--- config.mk ---
export PLATFORM = sky130hd
export DESIGN_NAME = i2cseq_top
export DESIGN_NICKNAME = d
export VERILOG_FILES = /design/src/rtl/i2cseq_pkg.sv /design/src/rtl/i2cseq_ctrl_decode.sv /design/src/rtl/i2cseq_buffer.sv /design/src/rtl/i2cseq_fsm.sv /design/src/rtl/i2cseq_top.sv
export SDC_FILE = /design/constraint.sdc
export NUM_CORES = 1
export LEC_CHECK = 0
export BUFFER_PORTS_ARGS = -buffer_cell sky130_fd_sc_hd__buf_2
export CAP_MARGIN = 5
export CORE_MARGIN = 5
export CORE_UTILIZATION = 34
export DETAILED_ROUTE_END_ITERATION = 8
export PLACE_DENSITY = 0.65
export SLEW_MARGIN = 20
export SYNTH_ARGS = -nofsm -noshare
export SYNTH_HDL_FRONTEND = slang
export SYNTH_SLANG_ARGS = --single-unit
--- constraint.sdc ---
create_clock -name clk -period 3.15 [get_ports clk]
set_clock_uncertainty 0.2 [all_clocks]
set_input_delay 0.315 -clock clk [delete_from_list [all_inputs] [get_ports clk]]
set_output_delay 0.315 -clock clk [all_outputs]
set_load 0.01 [all_outputs]
--- src/rtl/i2cseq_pkg.sv ---
`timescale 1ns/1ps
package i2cseq_pkg;

  // Operation codes on the engine handshake
  typedef enum logic [1:0] {
    ENG_START = 2'd0,
    ENG_SEND  = 2'd1,
    ENG_RECV  = 2'd2,
    ENG_STOP  = 2'd3
  } eng_op_e;

  typedef enum logic [2:0] {
    ST_IDLE,
    ST_HALT,
    ST_CHECK,
    ST_ADDR,
    ST_BYTE,
    ST_STOP,
    ST_FINISH
  } seq_state_e;

  // Control byte, most significant field first
  typedef struct packed {
    logic       halt;
    logic       ten_bit;
    logic [1:0] count_m1;
    logic       rpt_start;
    logic       chain;
    logic       rd;
    logic       go;
  } ctrl_fields_t;

endpackage

--- src/rtl/i2cseq_ctrl_decode.sv ---
`timescale 1ns/1ps
module i2cseq_ctrl_decode
  import i2cseq_pkg::*;
#(
  parameter int IDX_W = 3
) (
  input  logic [7:0]       ctrl_byte,
  output logic             go,
  output logic             rd,
  output logic             chain,
  output logic             rpt_start,
  output logic             halt,
  output logic [IDX_W-1:0] total
);
  ctrl_fields_t fields;
  logic         unused_ten_bit;

  assign fields    = ctrl_fields_t'(ctrl_byte);
  assign go        = fields.go;
  assign rd        = fields.rd;
  assign chain     = fields.chain;
  assign rpt_start = fields.rpt_start;
  assign halt      = fields.halt;
  // the ten-bit request is accepted but runs as a 7-bit address
  assign unused_ten_bit = fields.ten_bit;
  assign total     = IDX_W'(fields.count_m1) + IDX_W'(1);
endmodule

--- src/rtl/i2cseq_buffer.sv ---
`timescale 1ns/1ps
module i2cseq_buffer #(
  parameter int DATA_W = 8,
  parameter int DEPTH  = 4,
  parameter int PTR_W  = 2
) (
  input  logic              clk,
  input  logic              rst_n,
  input  logic              host_we,
  input  logic [PTR_W-1:0]  host_idx,
  input  logic [DATA_W-1:0] host_data,
  input  logic              seq_we,
  input  logic [PTR_W-1:0]  seq_idx,
  input  logic [DATA_W-1:0] seq_data,
  input  logic [PTR_W-1:0]  host_rd_idx,
  output logic [DATA_W-1:0] host_rd_data,
  input  logic [PTR_W-1:0]  seq_rd_idx,
  output logic [DATA_W-1:0] seq_rd_data
);
  logic [DATA_W-1:0] ent [DEPTH];

  for (genvar e = 0; e < DEPTH; e++) begin : g_entry
    logic [DATA_W-1:0] q;
    logic              seq_hit;
    logic              host_hit;

    assign seq_hit  = seq_we  && (seq_idx  == PTR_W'(e));
    assign host_hit = host_we && (host_idx == PTR_W'(e));

    // received data wins over a host write to the same entry
    always_ff @(posedge clk or negedge rst_n) begin
      if (!rst_n) begin
        q <= '0;
      end else if (seq_hit) begin
        q <= seq_data;
      end else if (host_hit) begin
        q <= host_data;
      end
    end
    assign ent[e] = q;
  end

  assign host_rd_data = ent[host_rd_idx];
  assign seq_rd_data  = ent[seq_rd_idx];
endmodule

--- src/rtl/i2cseq_fsm.sv ---
`timescale 1ns/1ps
module i2cseq_fsm
  import i2cseq_pkg::*;
#(
  parameter int DATA_W = 8,
  parameter int PTR_W  = 2,
  parameter int IDX_W  = 3,
  parameter int ADDR_W = 7
) (
  input  logic              clk,
  input  logic              rst_n,
  input  logic              cmd_wr,
  input  logic              cmd_go,
  input  logic              cmd_rd,
  input  logic              cmd_chain,
  input  logic              cmd_rpt,
  input  logic              cmd_halt,
  input  logic [IDX_W-1:0]  cmd_total,
  input  logic [ADDR_W-1:0] target,
  input  logic              bus_busy,
  input  logic              eng_done,
  input  logic              eng_nack,
  input  logic [DATA_W-1:0] eng_rdata,
  input  logic [DATA_W-1:0] buf_rdata,
  output logic              eng_req,
  output logic [1:0]        eng_op,
  output logic [ADDR_W-1:0] eng_addr,
  output logic              eng_rd,
  output logic [DATA_W-1:0] eng_wdata,
  output logic              buf_we,
  output logic [PTR_W-1:0]  buf_idx,
  output logic [DATA_W-1:0] buf_wdata,
  output logic              busy,
  output logic              err,
  output logic              abort_flag,
  output logic [IDX_W-1:0]  xfer_cnt,
  output logic [IDX_W-1:0]  occupancy,
  output logic              xfer_done,
  output logic              halt_done
);
  seq_state_e        state_q, state_d;
  logic [IDX_W-1:0]  idx_q, idx_d;
  logic [IDX_W-1:0]  total_q;
  logic              rd_q, chain_q, rpt_q;
  logic [ADDR_W-1:0] addr_q;
  logic              err_q, err_d;
  logic              abort_q, abort_d;
  logic [IDX_W-1:0]  cnt_q;
  logic              latch_cmd;
  logic              finish;
  logic [IDX_W-1:0]  idx_inc;

  assign idx_inc = idx_q + IDX_W'(1);
  assign finish  = (state_q == ST_FINISH);

  // next-state logic
  always_comb begin
    state_d   = state_q;
    idx_d     = idx_q;
    err_d     = err_q;
    abort_d   = abort_q;
    latch_cmd = 1'b0;
    unique case (state_q)
      ST_IDLE: begin
        if (cmd_wr) begin
          if (cmd_halt && bus_busy) begin
            state_d = ST_HALT;
          end else if (cmd_go) begin
            state_d   = ST_CHECK;
            latch_cmd = 1'b1;
            idx_d     = '0;
          end
        end
      end
      ST_HALT: begin
        if (eng_done) state_d = ST_IDLE;
      end
      ST_CHECK: begin
        state_d = bus_busy ? ST_BYTE : ST_ADDR;
      end
      ST_ADDR: begin
        if (eng_done) begin
          if (eng_nack) begin
            err_d   = 1'b1;
            abort_d = 1'b1;
            state_d = ST_FINISH;
          end else begin
            err_d   = 1'b0;
            state_d = ST_BYTE;
          end
        end
      end
      ST_BYTE: begin
        if (eng_done) begin
          if (eng_nack && !rd_q) begin
            err_d   = 1'b1;
            abort_d = 1'b1;
            state_d = ST_FINISH;
          end else begin
            idx_d = idx_inc;
            if (rpt_q || !chain_q) begin
              state_d = ST_STOP;
            end else if (idx_inc == total_q) begin
              state_d = ST_FINISH;
            end else begin
              state_d = ST_CHECK;
            end
          end
        end
      end
      ST_STOP: begin
        if (eng_done) state_d = (idx_q == total_q) ? ST_FINISH : ST_CHECK;
      end
      ST_FINISH: state_d = ST_IDLE;
      default:   state_d = ST_IDLE;
    endcase
  end

  // registers
  always_ff @(posedge clk or negedge rst_n) begin
    if (!rst_n) begin
      state_q <= ST_IDLE;
      idx_q   <= '0;
      err_q   <= 1'b0;
      abort_q <= 1'b0;
    end else begin
      state_q <= state_d;
      idx_q   <= idx_d;
      err_q   <= err_d;
      abort_q <= abort_d;
    end
  end

  always_ff @(posedge clk or negedge rst_n) begin
    if (!rst_n) begin
      total_q <= '0;
      rd_q    <= 1'b0;
      chain_q <= 1'b0;
      rpt_q   <= 1'b0;
      addr_q  <= '0;
    end else if (latch_cmd) begin
      total_q <= cmd_total;
      rd_q    <= cmd_rd;
      chain_q <= cmd_chain;
      rpt_q   <= cmd_rpt;
      addr_q  <= target;
    end
  end

  always_ff @(posedge clk or negedge rst_n) begin
    if (!rst_n) begin
      cnt_q <= '0;
    end else if (finish) begin
      cnt_q <= idx_q;
    end
  end

  // outputs
  always_comb begin
    eng_req = 1'b0;
    eng_op  = ENG_STOP;
    unique case (state_q)
      ST_HALT: begin eng_req = 1'b1; eng_op = ENG_STOP;  end
      ST_ADDR: begin eng_req = 1'b1; eng_op = ENG_START; end
      ST_BYTE: begin eng_req = 1'b1; eng_op = rd_q ? ENG_RECV : ENG_SEND; end
      ST_STOP: begin eng_req = 1'b1; eng_op = ENG_STOP;  end
      default: begin eng_req = 1'b0; eng_op = ENG_STOP;  end
    endcase
  end

  assign eng_addr   = addr_q;
  assign eng_rd     = rd_q;
  assign buf_idx    = idx_q[PTR_W-1:0];
  assign eng_wdata  = buf_rdata;
  assign buf_wdata  = eng_rdata;
  assign buf_we     = (state_q == ST_BYTE) && eng_done && rd_q;
  assign busy       = (state_q != ST_IDLE);
  assign err        = err_q;
  assign abort_flag = abort_q;
  assign xfer_cnt   = cnt_q;
  assign occupancy  = cnt_q;
  assign xfer_done  = finish && (idx_q != '0);
  assign halt_done  = (state_q == ST_HALT) && eng_done;
endmodule

--- src/rtl/i2cseq_top.sv ---
`timescale 1ns/1ps
module i2cseq_top #(
  parameter int DATA_W = 8,
  parameter int DEPTH  = 4,
  parameter int ADDR_W = 7,
  localparam int PTR_W = $clog2(DEPTH),
  localparam int IDX_W = $clog2(DEPTH + 1)
) (
  input  logic              clk,
  input  logic              rst_n,
  input  logic              ctrl_wr,
  input  logic [7:0]        ctrl_byte,
  input  logic [ADDR_W:0]   addr_lo,
  input  logic              buf_wr,
  input  logic [PTR_W-1:0]  buf_wr_idx,
  input  logic [DATA_W-1:0] buf_wr_data,
  input  logic [PTR_W-1:0]  buf_rd_idx,
  output logic [DATA_W-1:0] buf_rd_data,
  input  logic              bus_busy,
  output logic              eng_req,
  output logic [1:0]        eng_op,
  output logic [ADDR_W-1:0] eng_addr,
  output logic              eng_rd,
  output logic [DATA_W-1:0] eng_wdata,
  input  logic              eng_done,
  input  logic              eng_nack,
  input  logic [DATA_W-1:0] eng_rdata,
  output logic              busy,
  output logic              err,
  output logic              abort_flag,
  output logic [IDX_W-1:0]  xfer_cnt,
  output logic [IDX_W-1:0]  occupancy,
  output logic              xfer_done,
  output logic              halt_done
);
  logic              dec_go, dec_rd, dec_chain, dec_rpt, dec_halt;
  logic [IDX_W-1:0]  dec_total;
  logic              seq_we;
  logic [PTR_W-1:0]  seq_idx;
  logic [DATA_W-1:0] seq_wdata;
  logic [DATA_W-1:0] seq_rdata;
  logic              unused_addr_lsb;

  assign unused_addr_lsb = addr_lo[0];

  i2cseq_ctrl_decode #(.IDX_W(IDX_W)) u_dec (
    .ctrl_byte (ctrl_byte),
    .go        (dec_go),
    .rd        (dec_rd),
    .chain     (dec_chain),
    .rpt_start (dec_rpt),
    .halt      (dec_halt),
    .total     (dec_total)
  );

  i2cseq_buffer #(.DATA_W(DATA_W), .DEPTH(DEPTH), .PTR_W(PTR_W)) u_buf (
    .clk          (clk),
    .rst_n        (rst_n),
    .host_we      (buf_wr),
    .host_idx     (buf_wr_idx),
    .host_data    (buf_wr_data),
    .seq_we       (seq_we),
    .seq_idx      (seq_idx),
    .seq_data     (seq_wdata),
    .host_rd_idx  (buf_rd_idx),
    .host_rd_data (buf_rd_data),
    .seq_rd_idx   (seq_idx),
    .seq_rd_data  (seq_rdata)
  );

  i2cseq_fsm #(.DATA_W(DATA_W), .PTR_W(PTR_W), .IDX_W(IDX_W), .ADDR_W(ADDR_W)) u_fsm (
    .clk        (clk),
    .rst_n      (rst_n),
    .cmd_wr     (ctrl_wr),
    .cmd_go     (dec_go),
    .cmd_rd     (dec_rd),
    .cmd_chain  (dec_chain),
    .cmd_rpt    (dec_rpt),
    .cmd_halt   (dec_halt),
    .cmd_total  (dec_total),
    .target     (addr_lo[ADDR_W:1]),
    .bus_busy   (bus_busy),
    .eng_done   (eng_done),
    .eng_nack   (eng_nack),
    .eng_rdata  (eng_rdata),
    .buf_rdata  (seq_rdata),
    .eng_req    (eng_req),
    .eng_op     (eng_op),
    .eng_addr   (eng_addr),
    .eng_rd     (eng_rd),
    .eng_wdata  (eng_wdata),
    .buf_we     (seq_we),
    .buf_idx    (seq_idx),
    .buf_wdata  (seq_wdata),
    .busy       (busy),
    .err        (err),
    .abort_flag (abort_flag),
    .xfer_cnt   (xfer_cnt),
    .occupancy  (occupancy),
    .xfer_done  (xfer_done),
    .halt_done  (halt_done)
  );
endmodule

Yosys cells after proc, flatten, opt, wreduce, memory -nomap -nowiden
Cells that the tools add are included.

Add/subtract/negate cells: 2. $lt $le $gt $ge: 2. Equality and inequality tests: 25. Multiplexer cells: 49. Bitwise logic cells: 2. Reductions and logical operators: 33.

Operators with widths (count): 2-to-1 mux 8 bit (12); 2-to-1 mux 3 bit (17); binary-select mux 8 bit (select 2 bit) (2); inequality test 2 bit, second input constant (9); case mux 3 bit (6 select lines) (1); logical AND 1 bit (14); AND reduction 6 bit (2); nonzero test 2 bit (6); 2-to-1 mux 1 bit (11); == test 3 bit, second input constant (3); == test 2 bit, second input constant (4); == test 3 x 2 -> 1 bit, second input constant (2); == test 3 bit (2); >= comparator 3 bit, second input constant (2); inverter 2 -> 3 bit (2); case mux 3 bit (2 select lines) (1); nonzero test 3 bit (2); AND reduction 5 bit (1); == test 2 x 1 -> 1 bit, second input constant (2); zero test 2 bit (2); 2-to-1 mux 2 bit (2); case mux 1 bit (2 select lines) (2); case mux 2 bit (2 select lines) (1); AND reduction 4 bit (1); 9 further kinds (10).

Register bits: 56. Output and inout bits: 38.

Longest topological paths before layout
Gate-level depths: netlist of the first run.

Depth in word-level cells: 7. Mapped depth: 7. Mapped depth without buffers: 5.

Modules after synthesis
Synthesis of the first run repeated with hierarchy kept, for this count alone.

Cell total of the unflattened synthesis: 366. Area total of the unflattened synthesis: 3524.6 µm².

Modules (own cells, without submodules): i2cseq_buffer (times used 1, cells each 204, area each 1966.9 µm², sequential area each 800.8 µm²); i2cseq_fsm (times used 1, cells each 155, area each 1503.9 µm², sequential area each 600.6 µm²); i2cseq_ctrl_decode (times used 1, cells each 7, area each 53.8 µm², sequential area each 0.0 µm²).

Worst setup path after synthesis of the first run
Ideal clock, no wire load.

Path type: reg-to-reg. From: reg u_fsm.idx_q[1]. To: reg u_fsm.state_q[2]. Setup time: 88 ps. Arrival time: 1554 ps. Data required time: 2862 ps. Path slack: 1307 ps. Stages on the path, launching flop included: 7. Path buffers: 1. Period minus slack after synthesis: 1843 ps. Cells stage by stage: dfrtp_1 > clkbuf_1 > inv_1 > ha_1 > xnor2_1 > nand4_1 > a41oi_1.

Longest elaborated chain between the ends: 7. Elaborated cells on any way between the ends: 10.

Ends and longest elaborated chain: start: declaration (line i2cseq_fsm.sv:42) `logic [IDX_W-1:0] idx_q, idx_d;`; start signal: assignment (line i2cseq_fsm.sv:128) `idx_q <= idx_d;`; adder 3 x 1 -> 3 bit (line i2cseq_fsm.sv:53) `assign idx_inc = idx_q + IDX_W'(1);`; == test 3 bit (line i2cseq_fsm.sv:103) `end else if (idx_inc == total_q) begin`; 2-to-1 mux 3 bit (line i2cseq_fsm.sv:103); 2-to-1 mux 3 bit (line i2cseq_fsm.sv:101) `if (rpt_q || !chain_q) begin`; 2-to-1 mux 3 bit (line i2cseq_fsm.sv:95) `if (eng_nack && !rd_q) begin`; 2-to-1 mux 3 bit (line i2cseq_fsm.sv:94) `if (eng_done) begin`; case mux 3 bit (6 select lines) (*) (line i2cseq_fsm.sv:63) `unique case (state_q)`; end signal: assignment (line i2cseq_fsm.sv:127) `state_q <= state_d;`; end: declaration (line i2cseq_fsm.sv:41) `seq_state_e state_q, state_d;`.

Every way passes the cells marked *; elsewhere a longest branch is shown, timed or not. The select of a mux whose other input is x is not followed. A chain may end at the register's enable or synchronous reset.

Worst setup path after layout of the first run
From: reg u_fsm.idx_q[0]. To: out eng_wdata[1].

Longest elaborated chain between the ends: 4.

Ends and longest elaborated chain: inverter 2 -> 3 bit (not written as such) (line i2cseq_buffer.sv:44) `assign seq_rd_data = ent[seq_rd_idx];`; binary-select mux 8 bit (select 2 bit) (line i2cseq_buffer.sv:44); 2-to-1 mux 8 bit (not written as such) (2 in series) (line i2cseq_buffer.sv:44); end: declaration (line i2cseq_top.sv:24) `output logic [DATA_W-1:0] eng_wdata,`.

Every way passes these cells. The select of a mux whose other input is x is not followed.

==> results of run 1 <==
## path summary, 6_finish.rpt
kind	endpoint	slack [ns]	cells after the start	startpoint
setup / recovery	eng_wdata[1]	0.75	2	u_fsm.idx_q[0]
hold / removal	u_fsm.eng_rd	0.02	3	ctrl_byte[1]
setup reg to reg	u_fsm.idx_q[2]	0.97	4	u_fsm.state_q[1]
hold reg to reg	u_fsm.rpt_q	0.27	2	u_fsm.rpt_q
max in group asynchronous	u_buf.g_entry[3].q[3]	1.70	3	rst_n
min in group asynchronous	u_fsm.eng_addr[0]	0.39	2	rst_n
## cells by family after synthesis
kind of cell             Yosys count
AND/OR/NAND/NOR                  111
AO/OA/AOI/OAI                     64
flip-flops                        56
multiplexers                      50
buffers and inverters             30
XOR/XNOR                           5
adder cells (fa/ha/maj)            5
## routing by layer
layer / GRT usage, % / vias to the layer above / share of wire (%)
li1: - / 1297 / -
met1: 17.89 / 1291 / 44
met2: 25.18 / 62 / 49
met3: 3.343 / 9 / 6.1
met4: 5.320 / 4 / 1.2
met5: 0 / - / 0.23
## worst reg2reg max path: cells and delay by family, from the launching register on
kind	cells	cell delay, ns
AO/OA/AOI/OAI	1	0.18
flip-flops	1	0.57
AND/OR/NAND/NOR	3	1.14
## layout make-up
class                      instances  area (sq um)
fill                             920          5339
multi-input combinational        235          1735
sequential                        56          1401
timing repair buffer              96         553.0
tap                              129         161.4
clock buffer                       6         72.57
clock inverter                     2         35.03
inverter                           8         30.03
## power by group
group / internal, uW / switching [uW] / leakage, uW
Combinational: 751 / 695 / 0.00119
Clock: 236 / 232 / 0.0000552
Sequential: 1010 / 321 / 0.000681
## synthesized netlist by cell type, types with 3 or more instances
master	count	area, sq um
nand2b_1	5	31.28
xor2_1	3	26.28
nand4_1	4	25.02
nand4_4	3	63.81
nand3_1	5	25.02
buf_4	4	30.03
dfrtp_1	56	1401
clkbuf_1	4	15.01
nand3b_1	3	22.52
mux4_2	16	360.4
inv_1	8	30.03
o21ai_0	10	50.05
buf_1	4	15.01
ha_1	5	62.56
buf_2	9	45.04
mux2i_1	32	320.3
nor2_1	36	135.1
a21oi_1	39	195.2
nand2_1	45	168.9
## stage by stage
stage | area, sq um | setup WS (ns)
floorplan | 3283 | 1.307
global placement | 3771 | 0.9990
detailed placement | 3771 | 0.9738
CTS | 3979 | 0.6900
global route | 3989 | 0.6035
finish | 3989 | 0.7545
## state kept, by name, indices dropped and copies added (netlist names)
| signal | count |
|---|---|
| u_fsm.state_q | 3 |
| u_fsm.chain_q | 1 |
| u_fsm.eng_rd | 1 |
| u_buf.g_entry.q | 32 |
| u_fsm.rpt_q | 1 |
| u_fsm.abort_flag | 1 |
| u_fsm.occupancy | 3 |
| u_fsm.err | 1 |
| u_fsm.total_q | 3 |
| u_fsm.idx_q | 3 |
| u_fsm.eng_addr | 7 |
==> impl_metrics.json, run 1 <==
{
  "slew_headroom_pct": 53.70,
  "vias_per_cell": 5.006,
  "timing.critical_path.buf_inv": 1,
  "n_antenna_cell": 0,
  "dieArea_sq_um": 11720,
  "ctsResizeCount": 0,
  "die_h_um": 108.3,
  "wl_mm": 8.222,
  "cts_tree": "built",
  "place_congestion": 0.7999,
  "clock-root-buffer": "clkbuf_8",
  "crit_arrival_ns": 1.88,
  "synth_edf_count": 0,
  "final_common_cell": "buf_2",
  "grt_setup_unrepaired": "false",
  "cts_max_level": 2,
  "syn_nets": 369,
  "p_leak_uw": 0.001931,
  "dp_hpwl_mm": 5.821,
  "synth_top_family_by_area": "multiplexers",
  "gr-total-overflow": 0,
  "portBuffers": 78,
  "synth-adder-area-share_pct": 1.905,
  "cts.sinks": 56,
  "ios": 81,
  "drt-initial-drc-count": 106,
  "worst_pin_slew_ns": 0.6945,
  "hold_ws_ns": 0.01590,
  "grt_pass1_wl_mm": 13.40,
  "clkTransAtPathRegs_ns": 0.10,
  "routedWlPerCell_um": 15.45,
  "grt_use_total_pct": 14.61,
  "fin_util_pct": 42.76,
  "cpPeakStageDelay_ns": 0.80,
  "antenna_found_initial": 2,
  "drive_above_1_share_pct": 29.28,
  "core-area_sq_um": 9328,
  "firstDrtPassIters": 4,
  "grt_pass1_vias": 2711,
  "p_total_uw": 3245,
  "ys_warn_count": 0,
  "worst-path-max-fanout": 12,
  "areaGrowthSynthToFinish_pct": 21.49,
  "cts.path.max_buffers": 2,
  "final_hold_viol_count": 0,
  "synth_compound_area_share_pct": 11.47,
  "worstSkewPairLatency_ns": 0.31,
  "cpMaxStageDelayCell": "dfrtp_1",
  "final_cell_mix": "buf_2, dfrtp_1, nand2_1",
  "crit_path_start_kind": "flop",
  "maxCapViolations": 0,
  "fin_crit_ns": 2.395,
  "synth_cell_types": 46,
  "endpoint_kind": "primary output",
  "initial_core_util_pct": 35.20,
  "yosys.area_share.simple_pct": 16.62,
  "crit_type": "flop to primary output",
  "synth.cell_area_sq_um": 3283,
  "vdd_drop_max_uv": 266.2,
  "maxSlewViolCount": 0,
  "power_density_nw_per_um2": 813.6,
  "synth_cells": 321,
  "path_cells": "mux4_2 > buf_2",
  "fin_tns_setup_ns": 0,
  "synth_mux_area_share_pct": 21.53,
  "ys_async_sr_fraction_pct": 100.0,
  "final-instance-count-excl-fill": 532,
  "dpl.cell_count": 513,
  "worstPathRequired_ns": 2.63,
  "ctsHoldBuffers": 10,
  "hold_path.class": "primary input to flop",
  "status": "complete, no violations",
  "postRouteAntennaNets": 0,
  "cts_buffers": 5,
  "cts_setup_buffers": 0,
  "crit_family": "flip-flops",
  "setup-violations-final": 0,
  "fin_crit_sh_pct": 76.05,
  "ys_seq_area_share_pct": 42.68,
  "nNetsFinal": 450,
  "synth_flop_cell": "dfrtp_1",
  "remaining_drc_errors": 0,
  "die-width_um": 108.3,
  "rows": 35,
  "synth-xor-area-share_pct": 1.334,
  "fmax_ghz": 0.4175,
  "syn_area_per_cell_sq_um": 10.23,
  "grt_max_degree": 32,
  "vias": 2663,
  "ys_ff_latch": 56
}
Note: power is estimated with default switching activity, not from simulation.
==> run 2: changes to the inputs <==
Clock period 3.15 ns to 2.35 ns, I/O delays scaled along.
==> impl_metrics.json, run 2 (synthesis gave the netlist of run 1 again) <==
{
  "largest_register_ffs": 32,
  "routedWlPerCell_um": 15.43,
  "vias": 2706,
  "cts.sinks": 56,
  "p_leak_uw": 0.001960,
  "timing.rr.start": "u_fsm.state_q[1]",
  "dp_hpwl_mm": 5.998,
  "postRouteAntennaNets": 0,
  "antenna_found_initial": 1,
  "slew_headroom_pct": 51.86,
  "fin_crit_sh_pct": 89.93,
  "worstPathRequired_ns": 1.91,
  "maxSlewViolCount": 0,
  "die_h_um": 108.3,
  "crit_arrival_ns": 1.68,
  "crit_type": "flop to primary output",
  "min_from": "eng_rdata[3]",
  "cts_buffers": 5,
  "final_common_cell": "buf_2",
  "grt_use_total_pct": 15.04,
  "worst_pin_slew_ns": 0.7221,
  "firstDrtPassIters": 4,
  "remaining_drc_errors": 0,
  "vdd_drop_max_uv": 309.5,
  "drt-initial-drc-count": 118,
  "endpoint_kind": "primary output",
  "cts.path.max_buffers": 2,
  "grt_max_degree": 57,
  "crit_path_start_kind": "flop",
  "wl_mm": 8.330,
  "nNetsFinal": 459,
  "holdPathEnd": "u_buf.g_entry[1].q[3]",
  "maxCapViolations": 0,
  "hold_depth": 3,
  "grt_pass1_wl_mm": 13.97,
  "place_congestion": 0.8095,
  "initial_core_util_pct": 35.20,
  "gr-total-overflow": 0,
  "top_register": "u_buf.g_entry.q",
  "cts_max_level": 2,
  "fin_crit_ns": 2.113,
  "worstRegToRegCells": 5,
  "clock-root-buffer": "clkbuf_8",
  "hold_path.class": "primary input to flop",
  "portBuffers": 78,
  "final_cell_mix": "buf_2, dfrtp_1, nand2_1",
  "status": "complete, no violations",
  "areaGrowthSynthToFinish_pct": 22.87,
  "grt_pass1_vias": 2815,
  "drive_above_1_share_pct": 29.93,
  "worst-path-max-fanout": 7,
  "worstSkewPairLatency_ns": 0.31,
  "ios": 81,
  "fmax_ghz": 0.4732,
  "cts_tree": "built",
  "grt_setup_unrepaired": "false",
  "vias_per_cell": 5.011,
  "power_density_nw_per_um2": 1070,
  "die-width_um": 108.3,
  "fin_tns_setup_ns": 0,
  "r2r_end": "u_buf.g_entry[0].q[4]",
  "setup-violations-final": 0,
  "cts_setup_buffers": 0,
  "dieArea_sq_um": 11720,
  "rows": 35,
  "ff2ff_setup_slack_ns": 0.41,
  "core-area_sq_um": 9328,
  "n_antenna_cell": 0,
  "fin_util_pct": 43.25,
  "final_hold_viol_count": 0,
  "clkTransAtPathRegs_ns": 0.10
}
-- run 2: changes by cell type in the layout (fill, tap and decap cells not counted) --
cell	change
dlygate4sd3_1	+3
buf_4	+6
bufinv_16	-1
-- run 2: worst max-delay path by stage --
stage                            endpoint        startpoint  slack [ns]
floorplan                u_fsm.state_q[2]    u_fsm.idx_q[1]        0.51
global placement         u_fsm.state_q[0]  u_fsm.state_q[0]        0.45
detailed placement  u_buf.g_entry[0].q[7]  u_fsm.state_q[1]        0.44
CTS                          eng_wdata[7]    u_fsm.idx_q[0]        0.21
global route                 eng_wdata[7]    u_fsm.idx_q[0]        0.15
finish                       eng_wdata[7]    u_fsm.idx_q[0]        0.24
-- run 2: what timing repair did --
| item | 4_1_cts | 5_1_grt |
|---|---|---|
| endpoints found under the hold margin | 68 | 1 |
| gates resized for setup | 0 | 0 |
| hold buffers | 13 | 1 |
-- run 2: through the flow --
step	power, uW	setup WS [ns]	std cells	hold slack (ns)	instance area (sq um)
3_3_place_gp	3764	0.4463	519	0.2255	3816
2_1_floorplan	3098	0.5075	321	-0.2606	3283
6_report	4315	0.2368	540	0.009085	4034
5_1_grt	4666	0.1494	540	0.01050	4034
4_1_cts	4358	0.2076	539	0.006650	4024
3_5_place_dp	3829	0.4367	519	0.2339	3816
-- run 2: power breakdown --
part	internal, uW	switching (uW)
clock network	204	306
registers	1350	322
logic	1070	1060
-- run 2: worst max-delay path, stage by stage (launching register included) --
cell,delay (ns)
dfrtp_1,0.44
buf_4,0.22
mux4_2,0.54
buf_2,0.16
-- run 2: final cells by class --
| cell class | count | area, sq um |
|---|---|---|
| fill | 912 | 5294 |
| multi-input combinational | 235 | 1735 |
| sequential | 56 | 1401 |
| timing repair buffer | 105 | 628.1 |
| tap | 129 | 161.4 |
| clock buffer | 6 | 72.57 |
| inverter | 8 | 30.03 |
| clock inverter | 1 | 5.005 |
-- run 2: layer usage --
| layer | routed length [um] | global-route usage [%] | share of wire [%] | up-vias |
|---|---|---|---|---|
| li1 | - | - | - | 1318 |
| met1 | 3651 | 18.89 | 44 | 1319 |
| met2 | 4115 | 25.75 | 49 | 58 |
| met3 | 453 | 4.000 | 5.4 | 9 |
| met4 | 95 | 3.787 | 1.1 | 2 |
| met5 | 13 | 0 | 0.16 | - |
